### config.mk
export PLATFORM = sky130hd
export DESIGN_NAME = sdma_src_chain
export DESIGN_NICKNAME = d
export VERILOG_FILES = /design/src/rtl/sdma_pkg.sv /design/src/rtl/sdma_tag_latch.sv /design/src/rtl/sdma_xfer_ctr.sv /design/src/rtl/sdma_cycle_acc.sv /design/src/rtl/sdma_src_chain.sv
export SDC_FILE = /design/constraint.sdc
export NUM_CORES = 1
export LEC_CHECK = 0
export CAP_MARGIN = 20
export CORE_MARGIN = 3
export CORE_UTILIZATION = 30
export DETAILED_ROUTE_END_ITERATION = 10
export GPL_ROUTABILITY_DRIVEN = 0
export SLEW_MARGIN = 20
export SYNTH_ARGS = -nofsm -noshare
export SYNTH_HDL_FRONTEND = slang
export SYNTH_SLANG_ARGS = --single-unit
### constraint.sdc
create_clock -name clk -period 5.4 [get_ports clk]
set_input_delay 0.81 -clock clk [delete_from_list [all_inputs] [get_ports clk]]
set_output_delay 0.81 -clock clk [all_outputs]
set_load 0.02 [all_outputs]
### src/rtl/sdma_pkg.sv
package sdma_pkg;

   // Descriptor layout the engine depends on.
   localparam int DESC_WORDS    = 4;   // words per descriptor
   localparam int FWD_WORDS     = 2;   // upper half forwarded to the far side
   localparam int PAYLOAD_ABITS = 24;  // payload address field width
   localparam int STOP_IRQ_BIT  = 31;
   localparam int STOP_EOL_BIT  = 30;
   localparam int DESC_BYTES    = DESC_WORDS * 4;

   typedef enum logic [2:0] {
      ST_IDLE,
      ST_ROOM,   // wait for FIFO room for descriptor half + pad
      ST_DESC,   // fetch descriptor words
      ST_PAD,    // insert pad words
      ST_DATA    // stream payload
   } sdma_state_e;

endpackage

### src/rtl/sdma_tag_latch.sv
module sdma_tag_latch #(
   parameter int CNT_W       = 16,
   parameter int ROUND_WORDS = 4
) (
   input  logic                               clk,
   input  logic                               rst_n,
   input  logic                               cap_ctl_i,
   input  logic                               cap_len_i,
   input  logic [31:0]                        word_i,
   output logic [sdma_pkg::PAYLOAD_ABITS-1:0] data_addr_o,
   output logic                               stop_o,
   output logic [CNT_W:0]                     count_o
);
   import sdma_pkg::*;

   localparam int RB = $clog2(ROUND_WORDS);

   logic [31:0]      ctl_q;
   logic [CNT_W-1:0] len_q;

   always_ff @(posedge clk or negedge rst_n) begin
      if (!rst_n) begin
         ctl_q <= '0;
         len_q <= '0;
      end else begin
         if (cap_ctl_i) ctl_q <= word_i;
         if (cap_len_i) len_q <= word_i[CNT_W-1:0];
      end
   end

   assign data_addr_o = ctl_q[PAYLOAD_ABITS-1:0];
   assign stop_o      = ctl_q[STOP_IRQ_BIT] | ctl_q[STOP_EOL_BIT];

   generate
      if (RB == 0) begin : g_no_round
         assign count_o = {1'b0, len_q};
      end else begin : g_round
         logic [CNT_W:0] sum;
         assign sum     = {1'b0, len_q} + (CNT_W+1)'(ROUND_WORDS - 1);
         assign count_o = {sum[CNT_W:RB], {RB{1'b0}}};
      end
   endgenerate

endmodule

### src/rtl/sdma_xfer_ctr.sv
module sdma_xfer_ctr #(
   parameter int ADDR_W = 32,
   parameter int CNT_W  = 16
) (
   input  logic                               clk,
   input  logic                               rst_n,
   input  logic                               load_i,
   input  logic                               step_i,
   input  logic [sdma_pkg::PAYLOAD_ABITS-1:0] addr_i,
   input  logic [CNT_W:0]                     count_i,
   output logic [ADDR_W-1:0]                  addr_o,
   output logic                               empty_o
);
   logic [ADDR_W-1:0] addr_q;
   logic [CNT_W:0]    left_q;

   always_ff @(posedge clk or negedge rst_n) begin
      if (!rst_n) begin
         addr_q <= '0;
         left_q <= '0;
      end else if (load_i) begin
         addr_q <= ADDR_W'(addr_i);
         left_q <= count_i;
      end else if (step_i) begin
         addr_q <= addr_q + ADDR_W'(4);
         left_q <= left_q - (CNT_W+1)'(1);
      end
   end

   assign addr_o  = addr_q;
   assign empty_o = (left_q == '0);

endmodule

### src/rtl/sdma_cycle_acc.sv
module sdma_cycle_acc #(
   parameter int CYC_W = 16
) (
   input  logic             clk,
   input  logic             rst_n,
   input  logic             clr_i,
   input  logic             word_i,
   input  logic             report_i,
   output logic [CYC_W-1:0] cycles_o
);
   logic [CYC_W+1:0] words_q;
   logic [CYC_W-1:0] qw;
   logic [CYC_W-1:0] cycles_q;

   assign qw = words_q[CYC_W+1:2];

   always_ff @(posedge clk or negedge rst_n) begin
      if (!rst_n) begin
         words_q  <= '0;
         cycles_q <= '0;
      end else begin
         if (clr_i)       words_q <= '0;
         else if (word_i) words_q <= words_q + (CYC_W+2)'(1);
         if (clr_i)         cycles_q <= '0;
         else if (report_i) cycles_q <= (qw == '0) ? CYC_W'(1) : qw;
      end
   end

   assign cycles_o = cycles_q;

endmodule

### src/rtl/sdma_src_chain.sv
module sdma_src_chain #(
   parameter int          ADDR_W      = 32,
   parameter int          CNT_W       = 16,
   parameter int          FREE_W      = 6,
   parameter int          CYC_W       = 16,
   parameter int          GAP_WORDS   = 2,
   parameter int          ROUND_WORDS = 4,
   parameter logic [31:0] PAD_WORD    = 32'h0
) (
   input  logic              clk,
   input  logic              rst_n,
   input  logic              start_i,
   input  logic [ADDR_W-1:0] start_addr_i,
   output logic              busy_o,
   output logic              irq_o,
   output logic [CYC_W-1:0]  cycles_o,
   output logic              rd_valid_o,
   output logic [ADDR_W-1:0] rd_addr_o,
   input  logic              rd_ready_i,
   input  logic [31:0]       rd_data_i,
   output logic              fifo_wr_o,
   output logic [31:0]       fifo_wdata_o,
   input  logic [FREE_W-1:0] fifo_free_i
);
   import sdma_pkg::*;

   localparam int ROOM  = FWD_WORDS + GAP_WORDS;
   localparam int GAP_CW = $clog2(GAP_WORDS) + 1;

   generate
      if (ADDR_W < PAYLOAD_ABITS) begin : g_chk_addr
         $error("ADDR_W must cover the payload address field");
      end
      if (CNT_W < 3 || CNT_W > 31) begin : g_chk_cnt
         $error("CNT_W out of range");
      end
      if (GAP_WORDS < 1) begin : g_chk_gap
         $error("GAP_WORDS must be at least 1");
      end
      if ((1 << $clog2(ROUND_WORDS)) != ROUND_WORDS) begin : g_chk_round
         $error("ROUND_WORDS must be a power of two");
      end
      if (ROOM >= (1 << FREE_W)) begin : g_chk_free
         $error("FREE_W too narrow for descriptor room");
      end
   endgenerate

   sdma_state_e         state_q;
   logic [ADDR_W-1:0]   desc_addr_q;
   logic [1:0]          widx_q;
   logic [GAP_CW-1:0]   gap_q;
   logic                irq_q;

   logic                rd_beat;
   logic                room_ok;
   logic                pad_last;
   logic                finish;
   logic                ctr_load;
   logic                ctr_step;
   logic                ctr_empty;
   logic [ADDR_W-1:0]   pay_addr;
   logic [PAYLOAD_ABITS-1:0] tag_daddr;
   logic                tag_stop;
   logic [CNT_W:0]      tag_count;

   assign rd_beat  = rd_valid_o & rd_ready_i;
   assign room_ok  = fifo_free_i >= FREE_W'(ROOM);
   assign pad_last = (state_q == ST_PAD) && (gap_q == GAP_CW'(GAP_WORDS - 1));
   assign finish   = (state_q == ST_DATA) && ctr_empty && tag_stop;
   assign ctr_load = pad_last;
   assign ctr_step = (state_q == ST_DATA) && rd_beat;

   // descriptor word capture
   sdma_tag_latch #(
      .CNT_W      (CNT_W),
      .ROUND_WORDS(ROUND_WORDS)
   ) u_tag (
      .clk        (clk),
      .rst_n      (rst_n),
      .cap_ctl_i  ((state_q == ST_DESC) && rd_beat && (widx_q == 2'd0)),
      .cap_len_i  ((state_q == ST_DESC) && rd_beat && (widx_q == 2'd1)),
      .word_i     (rd_data_i),
      .data_addr_o(tag_daddr),
      .stop_o     (tag_stop),
      .count_o    (tag_count)
   );

   // payload address and remaining count
   sdma_xfer_ctr #(
      .ADDR_W (ADDR_W),
      .CNT_W  (CNT_W)
   ) u_ctr (
      .clk    (clk),
      .rst_n  (rst_n),
      .load_i (ctr_load),
      .step_i (ctr_step),
      .addr_i (tag_daddr),
      .count_i(tag_count),
      .addr_o (pay_addr),
      .empty_o(ctr_empty)
   );

   // quadword accounting for the completion report
   sdma_cycle_acc #(
      .CYC_W   (CYC_W)
   ) u_acc (
      .clk     (clk),
      .rst_n   (rst_n),
      .clr_i   ((state_q == ST_IDLE) && start_i),
      .word_i  (ctr_step),
      .report_i(finish),
      .cycles_o(cycles_o)
   );

   // sequencing
   always_ff @(posedge clk or negedge rst_n) begin
      if (!rst_n) begin
         state_q     <= ST_IDLE;
         desc_addr_q <= '0;
         widx_q      <= '0;
         gap_q       <= '0;
         irq_q       <= 1'b0;
      end else begin
         irq_q <= finish;
         unique case (state_q)
            ST_IDLE: begin
               if (start_i) begin
                  desc_addr_q <= start_addr_i;
                  state_q     <= ST_ROOM;
               end
            end
            ST_ROOM: begin
               if (room_ok) begin
                  widx_q  <= '0;
                  state_q <= ST_DESC;
               end
            end
            ST_DESC: begin
               if (rd_beat) begin
                  widx_q <= widx_q + 2'd1;
                  if (widx_q == 2'd3) begin
                     gap_q   <= '0;
                     state_q <= ST_PAD;
                  end
               end
            end
            ST_PAD: begin
               gap_q <= gap_q + GAP_CW'(1);
               if (pad_last) begin
                  desc_addr_q <= desc_addr_q + ADDR_W'(DESC_BYTES);
                  state_q     <= ST_DATA;
               end
            end
            ST_DATA: begin
               if (ctr_empty) begin
                  state_q <= tag_stop ? ST_IDLE : ST_ROOM;
               end
            end
            default: state_q <= ST_IDLE;
         endcase
      end
   end

   // read port and FIFO write port
   always_comb begin
      rd_valid_o   = 1'b0;
      rd_addr_o    = desc_addr_q + ADDR_W'({widx_q, 2'b00});
      fifo_wr_o    = 1'b0;
      fifo_wdata_o = rd_data_i;
      unique case (state_q)
         ST_DESC: begin
            rd_valid_o = 1'b1;
            fifo_wr_o  = rd_beat && widx_q[1];
         end
         ST_PAD: begin
            fifo_wr_o    = 1'b1;
            fifo_wdata_o = PAD_WORD;
         end
         ST_DATA: begin
            rd_addr_o  = pay_addr;
            rd_valid_o = !ctr_empty && (fifo_free_i != '0);
            fifo_wr_o  = rd_beat;
         end
         default: ;
      endcase
   end

   assign busy_o = (state_q != ST_IDLE);
   assign irq_o  = irq_q;

endmodule

# After elaboration in Yosys (flattened, before gate mapping)
# Cells that the tools add are included.
# word_totals
out_inout_bits,84
register_bits,171
# classes
n_addsub,8
bitwise_logic,2
order_cmp,1
n_reduce_logical,27
muxes,30
n_eq_ne,13
# ops
op,n
$mux 32,6
$pmux 32 s2,1
$mux 16,3
$mux 18,2
$mux 17,2
$add 32x3->32 const B,1
$add 32x4->32,1
$add 32x5->32 const B,1
$add 18x1->18 const B,1
$mux 3,6
$add 16x2->17 const B,1
$logic_not 17->1,1
$sub 17x1->17 const B,1
$logic_not 16->1,1
$pmux 3 s5,1
$reduce_bool 2->1,6
$logic_and 1x1->1,10
$ne 2x2->1 const B,5
$reduce_and 3->1,3
$mux 2,4
$pmux 2 s2,2
$eq 3x2->1 const B,2
$ge 6x3->1 const B,1
$reduce_and 6->1,1
16 further kinds,18

# Logic depth before layout (Yosys ltp)
# Gate-level depths: netlist of run 1.
# depth
word_depth,8
ltp_mapped,10
depth_no_buf,8

# Modules after synthesis
# Synthesis of run 1 repeated with hierarchy kept, for this count alone.
# unflattened
hier_cells,1128
area_unflattened_um2,10113.4
# modules_own_cells
mod,area_each_um2,n_inst,cells_each
sdma_src_chain,3753.6,1,515
sdma_xfer_ctr,2752.6,1,307
sdma_tag_latch,2038.2,1,159
sdma_cycle_acc,1569.0,1,147

# Least setup slack after synthesis of run 1
# No wires, ideal clock.
# synth_timing
path_type,input port to output port
from,in fifo_free_i[2]
to,out fifo_wr_o
slack_ps,2226
arrival_time_ps,2364
path_stages,6
path_buffers,2
cell_sequence,or4_4 > o311a_1 > buf_4 > nand2_2 > buf_2 > o21ai_0
# synth_between
elab_chain_len,6
# synth_rtl
element,line_no,text
"start, declared",sdma_src_chain.sv:23,input logic [FREE_W-1:0] fifo_free_i
$reduce_bool 6->1 *,sdma_src_chain.sv:181,rd_valid_o = !ctr_empty && (fifo_free_i != '0);
$logic_and 1x1->1 *,sdma_src_chain.sv:181,
$pmux 1 s2 *,sdma_src_chain.sv:170,unique case (state_q)
$and 1x1->1 *,sdma_src_chain.sv:66,assign rd_beat = rd_valid_o & rd_ready_i;
$logic_and 1x1->1,sdma_src_chain.sv:173,fifo_wr_o = rd_beat && widx_q[1];
$pmux 1 s3 *,sdma_src_chain.sv:170,
"end, declared",sdma_src_chain.sv:21,"output logic fifo_wr_o,"
# Every way passes the cells marked *; elsewhere a longest branch is shown, timed or not.

# Worst setup path in the final report of run 1
# layout_timing
from,reg desc_addr_q[4]
to,out rd_addr_o[30]
# layout_between
elab_chain_len,2
# layout_rtl
element,line_no,text
"start, declared",sdma_src_chain.sv:49,logic [ADDR_W-1:0] desc_addr_q;
"start signal, assigned",sdma_src_chain.sv:128,desc_addr_q <= start_addr_i;
"start signal, assigned",sdma_src_chain.sv:150,desc_addr_q <= desc_addr_q + ADDR_W'(DESC_BYTES);
$add 32x4->32,sdma_src_chain.sv:167,"rd_addr_o = desc_addr_q + ADDR_W'({widx_q, 2'b00});"
$mux 32,sdma_src_chain.sv:170,
"end, declared",sdma_src_chain.sv:18,"output logic [ADDR_W-1:0] rd_addr_o,"
# Every way passes these cells.

==> results_dict.tcl, run 1 <==
set metrics [dict create \
    status "finished, final reports clean" \
    total_power_mw 6.24 \
    slew_headroom_pct 28.3 \
    maxSlewViolCount 0 \
    setup_tns_ns 0 \
    antenna_found_initial 0 \
    cp_slowest_cell "or4_1" \
    pin_count 158 \
    hold_class "input pin to asynchronous set/reset pin" \
    tightest_slew_ns 1.07 \
    port_buffers 157 \
    drc_errors 0 \
    syn_avg_cell_area_um2 8.78 \
    rsz0062_at_grt "no" \
    rows 64 \
    firstDrtPassIters 5 \
    setup_viol 0 \
    finalHoldViolCount 0 \
    clock_latency_ns 0.43 \
    skew_ns 0.00997 \
    die_x_um 185 \
    instances_no_fill 1624 \
    clk_pin_slew_ns 0.07 \
    cap_violations 0 \
    dp_hpwl_mm 20.6 \
    ant_nets 0 \
    overflow 0 \
    placeableCoreArea_um2 31100 \
    synth_edf_count 0 \
    die_y_um 185 \
    synth_top_flop_cell "dfrtp_1" \
    crit_path_end_kind "output pin" \
    finalCriticalPeriod_ns 4.39 \
    netlist_instances 1096 \
    drive_gt1_share_pct 8.96 \
    syn-cell-area_um2 9630 \
    power.density_nw_per_um2 513 \
    path_cells "ha_1, nand3_1, or4_1, nor4_2, xnor2_1, o21ai_1, clkdlybuf4s50_1" \
    netlist-cell-type-count 68 \
    critPathLaunch "desc_addr_q[4]" \
    synth.yosys.warnings 0 \
    critPathMaxFanout 9 \
    cp.arrival_ns 3.58 \
    cts_sinks 165 \
    cts_tree "yes" \
    rr_startpoint "u_ctr.left_q[0]" \
    n_antenna_cell 0 \
    critical_path.startpoint_type "register" \
    postRouteWirelength_mm 29.4 \
    fin_ws_ns 1.01 \
    grt_start_max_net_pins 91 \
    clock_path_buffers 2 \
    syn_nets 1182 \
    clockRootBuffer "clkbuf_16" \
    initial_utilization_pct 31.0 \
    grt.total_usage_pct 17.1 \
    dp_slack_ns 1.43 \
    fmax_mhz 228 \
    grt_pass1_wl_mm 46.5 \
    htreeDepth 4 \
    cellInternalPower_mw 3.59 \
    wire_per_inst_um 18.1 \
    ir_drop_uv 340 \
    hold_buffers 0 \
    max_stage_delay_ns 0.79 \
    synthArstFlopShare_pct 100 \
    numCtsBuffers 17 \
    die_area_um2 34300 \
    ys_seq_elements 165 \
    viasPerCell 5.42 \
    required_ns 4.59 \
    grt_pass1_vias 8517 \
    area_delta_synth_final_pct 26.4 \
    cts_resized 0 \
    crit_type "register to output pin" \
    finalCritPeriodShare_pct 81.4 \
    ff2ff_path_depth 8 \
    vias 8796 \
    ys_seq_area_share_pct 42.9 \
    comb_power_share_pct 42.6 \
    p_seq_share_pct 36.2 \
    drt_iter0_markers 831 \
    whs_ns 0.420 \
    post_cts_buffers 0 \
    clkPwrFrac_pct 21.1 \
    nets 1301 \
    power.switching_mw 2.65 \
    dp.cells 1591 \
    sw_frac_of_total_pct 42.4 \
    cellLeakagePower_nw 4.68 \
]
[synth_stat cells (4+ instances only)]
library cell,instances,area (um^2)
dfrtp_1,165,4130
nand2_1,151,567
o21ai_0,85,425
a21oi_1,70,350
nor2_1,67,251
nand3_1,64,320
clkbuf_1,47,176
mux2_2,43,484
xnor2_1,43,377
and2_1,34,213
nand4_1,33,206
nor3_1,26,130
or3_1,23,144
nor4_1,22,138
inv_1,21,78.8
xor2_1,18,158
o22ai_1,15,93.8
buf_2,13,65.1
and3_1,12,75.1
ha_1,11,138
a31oi_1,9,56.3
and4_1,9,78.8
mux2i_1,9,90.1
o211ai_1,9,67.6
or4_1,8,60.1
buf_1,7,26.3
o31ai_1,7,52.6
a2bb2oi_1,5,43.8
nor4_2,5,62.6
a21o_1,4,30.0
nand2b_1,4,25.0
o311ai_0,4,35.0
[stage by stage]
stage / area, um^2 / util, %
global route: 12200 / 39.2
CTS: 12100 / 39.1
detailed placement: 11500 / 37.0
floorplan: 9630 / -
global placement: 11500 / 37.0
finish: 12200 / 39.2
[worst max-delay path: cells and delay by family, from the launching register on]
family | cells | cell delay, ns
flip-flops | 1 | 0.48
AO/OA/AOI/OAI | 1 | 0.25
AND/OR/NAND/NOR | 3 | 1.36
XOR/XNOR | 1 | 0.12
buffers and inverters | 1 | 0.67
adder cells (fa/ha/maj) | 1 | 0.27
[cell usage in the layout (no fill, tap or decap), types with 4 or more instances in the layout]
master / Yosys / layout
nor2_1: 67 / 67
or3_1: 23 / 23
nor3_1: 26 / 26
a21oi_1: 70 / 69
o211ai_1: 9 / 9
ha_1: 11 / 11
nand3_1: 64 / 64
and4_1: 9 / 9
nor4_2: 5 / 5
o31ai_1: 7 / 7
clkinv_8: 0 / 5
inv_1: 21 / 21
buf_4: 2 / 12
o21ai_0: 85 / 85
nand2b_1: 4 / 4
clkdlybuf4s50_1: 0 / 156
nand4_1: 33 / 33
a2bb2oi_1: 5 / 5
nand2_1: 151 / 150
o311ai_0: 4 / 4
clkbuf_16: 0 / 17
nor4_1: 22 / 22
mux2i_1: 9 / 9
dfrtp_1: 165 / 165
and3_1: 12 / 12
mux2_2: 43 / 43
o22ai_1: 15 / 15
or4_1: 8 / 8
xor2_1: 18 / 18
xnor2_1: 43 / 43
a31oi_1: 9 / 9
a21o_1: 4 / 4
and2_1: 34 / 34
[kinds of logic after synthesis]
logic type	after synthesis	synth area share, %
AOI/OAI and AO/OA	232	14.1
xor gates and xnor gates	61	5.55
adders and majority gates	12	1.64
buffers and inverters	92	3.91
DFF	165	42.9
muxes	52	5.97
and+or+nand+nor	482	26.0
[layout make-up]
class                           count  area [um^2]
Inverter                           22         82.6
Multi-Input combinational cell    839         5130
Timing Repair Buffer              170         1680
Fill cell                        3115        18900
Tap cell                          396          495
Clock inverter                     15          218
Sequential cell                   165         4130
Clock buffer                       17          425
[power groups by stage]
| stage | registers, mW | clock network, mW | logic [mW] |
|---|---|---|---|
| finish | 2.26 | 1.32 | 2.66 |
| global placement | 2.25 | 0 | 2.60 |
| CTS | 2.24 | 1.35 | 2.66 |
| floorplan | 2.02 | 0 | 1.81 |
| detailed placement | 2.26 | 0 | 2.64 |
| global route | 2.32 | 1.40 | 2.92 |
[worst paths after layout]
| path | to | slack, ns |
|---|---|---|
| min | desc_addr_q[26] | 0.42 |
| max | rd_addr_o[30] | 1.01 |
| max in group asynchronous | desc_addr_q[4] | 3.62 |
| min in group clk | desc_addr_q[1] | 0.48 |
| max reg2reg | u_acc.cycles_o[13] | 2.45 |
| min reg2reg | desc_addr_q[1] | 0.48 |
[flip-flops by register name (all words and copies together), names as in the netlist]
register        flops
gap_q               2
irq_o               1
u_tag.ctl_q        26
widx_q              2
u_ctr.left_q       17
desc_addr_q        32
u_acc.cycles_o     16
u_ctr.addr_o       32
state_q             3
u_tag.len_q        16
u_acc.words_q      18
[layer usage]
metal | part of all wire, % | wire [um] | vias to the layer above | GRT usage, %
li1 | - | - | 4181 | -
met1 | 47 | 13700 | 4307 | 24.0
met2 | 46 | 13400 | 276 | 27.0
met3 | 6.2 | 1810 | 32 | 3.57
met4 | 1.6 | 457 | 0 | 4.41
met5 | 0 | 0 | - | 0
Note: power is estimated with default switching activity, not from simulation.
==> run 2, diff against run 1 <==
==> constraint.sdc (replaced) <==
create_clock -name clk -period 3.9 [get_ports clk]
set_input_delay 0.585 -clock clk [delete_from_list [all_inputs] [get_ports clk]]
set_output_delay 0.585 -clock clk [all_outputs]
set_load 0.02 [all_outputs]
==> run 2 against run 1 <==
Net effect:
- routed wire length down 0.60%
- first-iteration DRC count is 12% lower
- sequential power increased by 38%
- design area up 0.74%
- critical path depth increased by 1
- sequential share of layout area shrank 0.24 points
- clock-buffer cell count increased by 3
- worst setup slack lost 0.83 ns
- die area did not move
- highest routed layer unchanged
==> results_dict.tcl, run 2 (synthesis gave the netlist of run 1 again) <==
set metrics [dict create \
    dp.cells 1602 \
    finalCritPeriodShare_pct 95.5 \
    total_power_mw 8.58 \
    maxSlewViolCount 0 \
    reg2reg_to "u_ctr.left_q[14]" \
    drt_iter0_markers 729 \
    viasPerCell 5.40 \
    firstDrtPassIters 5 \
    n_antenna_cell 0 \
    grt_pass1_wl_mm 45.7 \
    tightest_slew_ns 0.950 \
    nets 1311 \
    critPathMaxFanout 6 \
    critical_path.startpoint_type "register" \
    die_x_um 185 \
    power.density_nw_per_um2 700 \
    finalHoldViolCount 0 \
    hold_class "input pin to asynchronous set/reset pin" \
    clockRootBuffer "clkbuf_16" \
    placeableCoreArea_um2 31100 \
    grt.total_usage_pct 16.8 \
    wire_per_inst_um 17.9 \
    cellLeakagePower_nw 4.77 \
    cap_violations 0 \
    final_cell_area_um2 12300 \
    initial_utilization_pct 31.0 \
    finalCriticalPeriod_ns 3.73 \
    num-fill-cells 3130 \
    crit_type "register to output pin" \
    die_area_um2 34300 \
    ff2ff_path_depth 7 \
    setup_viol 0 \
    rsz0062_at_grt "no" \
    status "finished, final reports clean" \
    layout.cells.most_common_list "dfrtp_1, nand2_1, clkdlybuf4s50_1" \
    overflow 0 \
    postRouteWirelength_mm 29.2 \
    final_common_cell "dfrtp_1" \
    clk_pin_slew_ns 0.07 \
    htreeDepth 4 \
    grt_start_max_net_pins 93 \
    port_buffers 157 \
    drive_gt1_share_pct 9.94 \
    cts_tree "yes" \
    area_delta_synth_final_pct 27.3 \
    setup_tns_ns 0 \
    pin_count 158 \
    cts_sinks 165 \
    ir_drop_uv 383 \
    antenna_found_initial 0 \
    instances_no_fill 1634 \
    skew_ns 0.0157 \
    rows 64 \
    die_y_um 185 \
    grt_pass1_vias 8381 \
    required_ns 3.31 \
    clock_latency_ns 0.44 \
    drc_errors 0 \
    clock_path_buffers 2 \
    vias 8831 \
    r2r_setup_slack_ns 1.14 \
    crit_path_end_kind "output pin" \
    fmax_mhz 268 \
    dp_hpwl_mm 20.7 \
    hold_buffers 0 \
    slew_headroom_pct 36.7 \
    numCtsBuffers 17 \
    rr_startpoint "state_q[2]" \
    post_dp_cell_area_um2 11600 \
    ant_nets 0 \
    cp.arrival_ns 3.14 \
]
run 2: how the worst max path moves through the flow:
stage                              start  slack (ns)            end  cells past startpoint
final                     desc_addr_q[5]        0.17  rd_addr_o[18]                      8
after global routing      desc_addr_q[5]        0.02  rd_addr_o[18]                      8
after CTS                 desc_addr_q[4]        0.02  rd_addr_o[24]                      8
after detailed placement  desc_addr_q[4]        0.41  rd_addr_o[28]                      8
after global placement    desc_addr_q[4]        0.44  rd_addr_o[30]                      7
after floorplan           desc_addr_q[5]        1.08  rd_addr_o[20]                      7
run 2: through the flow:
stage | setup slack, ns | utilization (%) | hold slack [ns]
global route | 0.0173 | 39.5 | 0.317
finish | 0.174 | 39.5 | 0.246
detailed placement | 0.415 | 37.3 | 0.480
CTS | 0.0158 | 39.3 | 0.308
floorplan | 1.08 | - | 0.289
global placement | 0.441 | 37.3 | 0.464
run 2: area by class of cell:
type	count	area [um^2]	share of cell area, %
multi-input cells	839	5150	42.0
flip-flops and latches	165	4130	33.7
repair buffers	180	1780	14.5
well taps	396	495	4.04
clock buffers	20	457	3.73
clock inverters	12	161	1.32
inverters	22	82.6	0.674
run 2: where the power goes:
part	switching (mW)	total, mW	internal, mW
combinational	2.02	3.68	1.66
clock	0.774	1.78	1.00
sequential	0.795	3.13	2.33
run 2: critical path, stage by stage, from the launching register on:
cell and delay, ns:
dfrtp_1 0.44, ha_1 0.26, nand3_1 0.11, buf_4 0.18, or4_1 0.60, nor2_1 0.15
xnor2_1 0.08, o21ai_0 0.23, clkdlybuf4s50_1 0.65
run 2: per-layer routing:
layer / vias up / global-route usage (%) / wire length (um)
met1: 4350 / 23.8 / 13700
met3: 37 / 3.18 / 1640
met4: 0 / 4.74 / 535
met5: - / 0 / 0
met2: 252 / 26.2 / 13300
li1: 4192 / - / -
run 2: timing repair:
action | CTS | global route
buffers inserted | 0 | 0
setup endpoints to repair | 4 | 15
resized for setup | 1 | 10
==> run 3, diff against run 2 <==
--- a/config.mk
+++ b/config.mk
@@ -7,9 +7,11 @@
 export LEC_CHECK = 0
 export CAP_MARGIN = 20
 export CORE_MARGIN = 3
-export CORE_UTILIZATION = 30
+export CORE_UTILIZATION = 49
 export DETAILED_ROUTE_END_ITERATION = 10
 export GPL_ROUTABILITY_DRIVEN = 0
+export MAX_ROUTING_LAYER = met4
+export PLACE_DENSITY = 0.77
 export SLEW_MARGIN = 20
 export SYNTH_ARGS = -nofsm -noshare
 export SYNTH_HDL_FRONTEND = slang
==> run 3 against run 2 <==
Net effect:
- worst setup slack got worse by 0.14 ns
- via count increased by 0.55%
- combinational power decreased by 1%
- largest power group unchanged
- core utilization increased by 24 points
- die area decreased by 38%
- hold slack got worse by 0.030 ns
- routed wire length decreased by 7.6%
==> results_dict.tcl, run 3 (synthesis gave the netlist of run 1 again) <==
set metrics [dict create \
    firstDrtPassIters 5 \
    required_ns 3.31 \
    finalHoldViolCount 0 \
    cellLeakagePower_nw 4.71 \
    grt.total_usage_pct 25.9 \
    grt_pass1_vias 8614 \
    clockRootBuffer "clkbuf_16" \
    clock_latency_ns 0.43 \
    grt_start_max_net_pins 81 \
    finalCriticalPeriod_ns 3.86 \
    dp.cells 1463 \
    clock_path_buffers 2 \
    power.density_nw_per_um2 705 \
    rr_startpoint "state_q[2]" \
    critPathMaxFanout 10 \
    skew_ns 0.00804 \
    dp_slack_ns 0.361 \
    htreeDepth 4 \
    crit_path_end_kind "output pin" \
    grt_pass1_wl_mm 44.4 \
    cts_sinks 165 \
    wire_per_inst_um 18.0 \
    final_common_cell "dfrtp_1" \
    cts_tree "yes" \
    slew_headroom_pct 41.3 \
    dp_hpwl_mm 18.9 \
    ir_drop_uv 459 \
    drt_iter0_markers 681 \
    fin_ws_ns 0.0372 \
    vias 8880 \
    finalCritPeriodShare_pct 99.0 \
    tightest_slew_ns 0.873 \
    comb_power_share_pct 42.9 \
    nets 1308 \
    rows 50 \
    post_cts_buffers 0 \
    ff2ff_path_depth 7 \
    whs_ns 0.216 \
    reg2reg_to "u_acc.cycles_o[6]" \
    crit_type "register to output pin" \
    status "finished, final reports clean" \
    layout.cells.most_common_list "dfrtp_1, clkdlybuf4s50_1, nand2_1" \
    fmax_mhz 259 \
    overflow 0 \
    hold_buffers 0 \
    die_area_um2 21400 \
    power.switching_mw 3.51 \
    critPathLaunch "desc_addr_q[11]" \
    p_seq_share_pct 37.1 \
    cp.arrival_ns 3.28 \
    clk_pin_slew_ns 0.07 \
    r2r_setup_slack_ns 1.13 \
    setup_viol 0 \
    antenna_found_initial 0 \
    hold_class "input pin to asynchronous set/reset pin" \
    viasPerCell 5.94 \
    cellInternalPower_mw 4.95 \
    drive_gt1_share_pct 9.55 \
    sw_frac_of_total_pct 41.5 \
    fin_util_pct 63.1 \
    cap_violations 0 \
    clkPwrFrac_pct 20.0 \
    die_y_um 146 \
    ant_nets 0 \
    initial_utilization_pct 50.6 \
    rsz0062_at_grt "yes" \
    placeableCoreArea_um2 19000 \
    postRouteWirelength_mm 27.0 \
    instances_no_fill 1495 \
    cts_resized 1 \
    area_delta_synth_final_pct 24.7 \
    port_buffers 157 \
    crit_end "rd_addr_o[31]" \
    drc_errors 0 \
    num-fill-cells 1621 \
    die_x_um 146 \
    critical_path.startpoint_type "register" \
    n_antenna_cell 0 \
    numCtsBuffers 17 \
    maxSlewViolCount 0 \
    pin_count 158 \
]
## run 3: through the flow
| step | area (um^2) | power (mW) | TNS, ns |
|---|---|---|---|
| global route | 12000 | 9.00 | -0.372 |
| finish | 12000 | 8.46 | 0 |
| CTS | 12000 | 8.44 | 0 |
| floorplan | 9630 | 5.30 | 0 |
| global placement | 11400 | 6.61 | 0 |
| detailed placement | 11400 | 6.73 | 0 |
## run 3: how the worst min path moves through the flow
stage | from | end
after global placement | desc_addr_q[1] | desc_addr_q[1]
final | rst_n | desc_addr_q[27]
after detailed placement | desc_addr_q[1] | desc_addr_q[1]
after floorplan | rst_n | desc_addr_q[0]
after CTS | rst_n | desc_addr_q[27]
after global routing | rst_n | desc_addr_q[27]
## run 3: power groups by stage
stage | Clock, mW | Sequential (mW) | Combinational (mW)
global route | 1.77 | 3.24 | 3.99
global placement | 0 | 3.10 | 3.51
detailed placement | 0 | 3.14 | 3.59
finish | 1.69 | 3.14 | 3.63
CTS | 1.70 | 3.11 | 3.63
floorplan | 0 | 2.80 | 2.50
## run 3: area by class of cell
type | count | area (um^2) | area share [%]
Multi-Input combinational cell | 839 | 5140 | 42.8
Sequential cell | 165 | 4130 | 34.4
Timing Repair Buffer | 177 | 1750 | 14.5
Clock buffer | 20 | 437 | 3.64
Tap cell | 260 | 325 | 2.71
Clock inverter | 12 | 146 | 1.22
Inverter | 22 | 82.6 | 0.688
## run 3: critical path: stages, from the launching register on
cell,delay [ns]
dfrtp_1,0.46
nand4_1,0.31
or4_1,0.81
nor4_2,0.34
xnor2_1,0.09
o21ai_1,0.16
clkdlybuf4s50_1,0.67
## run 3: metal layers
layer | track usage [%] | vias up | wire [um]
met2 | 39.3 | 331 | 12500
li1 | - | 4194 | -
met3 | 3.79 | 35 | 1740
met4 | 7.20 | 0 | 403
met1 | 36.7 | 4320 | 12300
met5 | - | - | 0
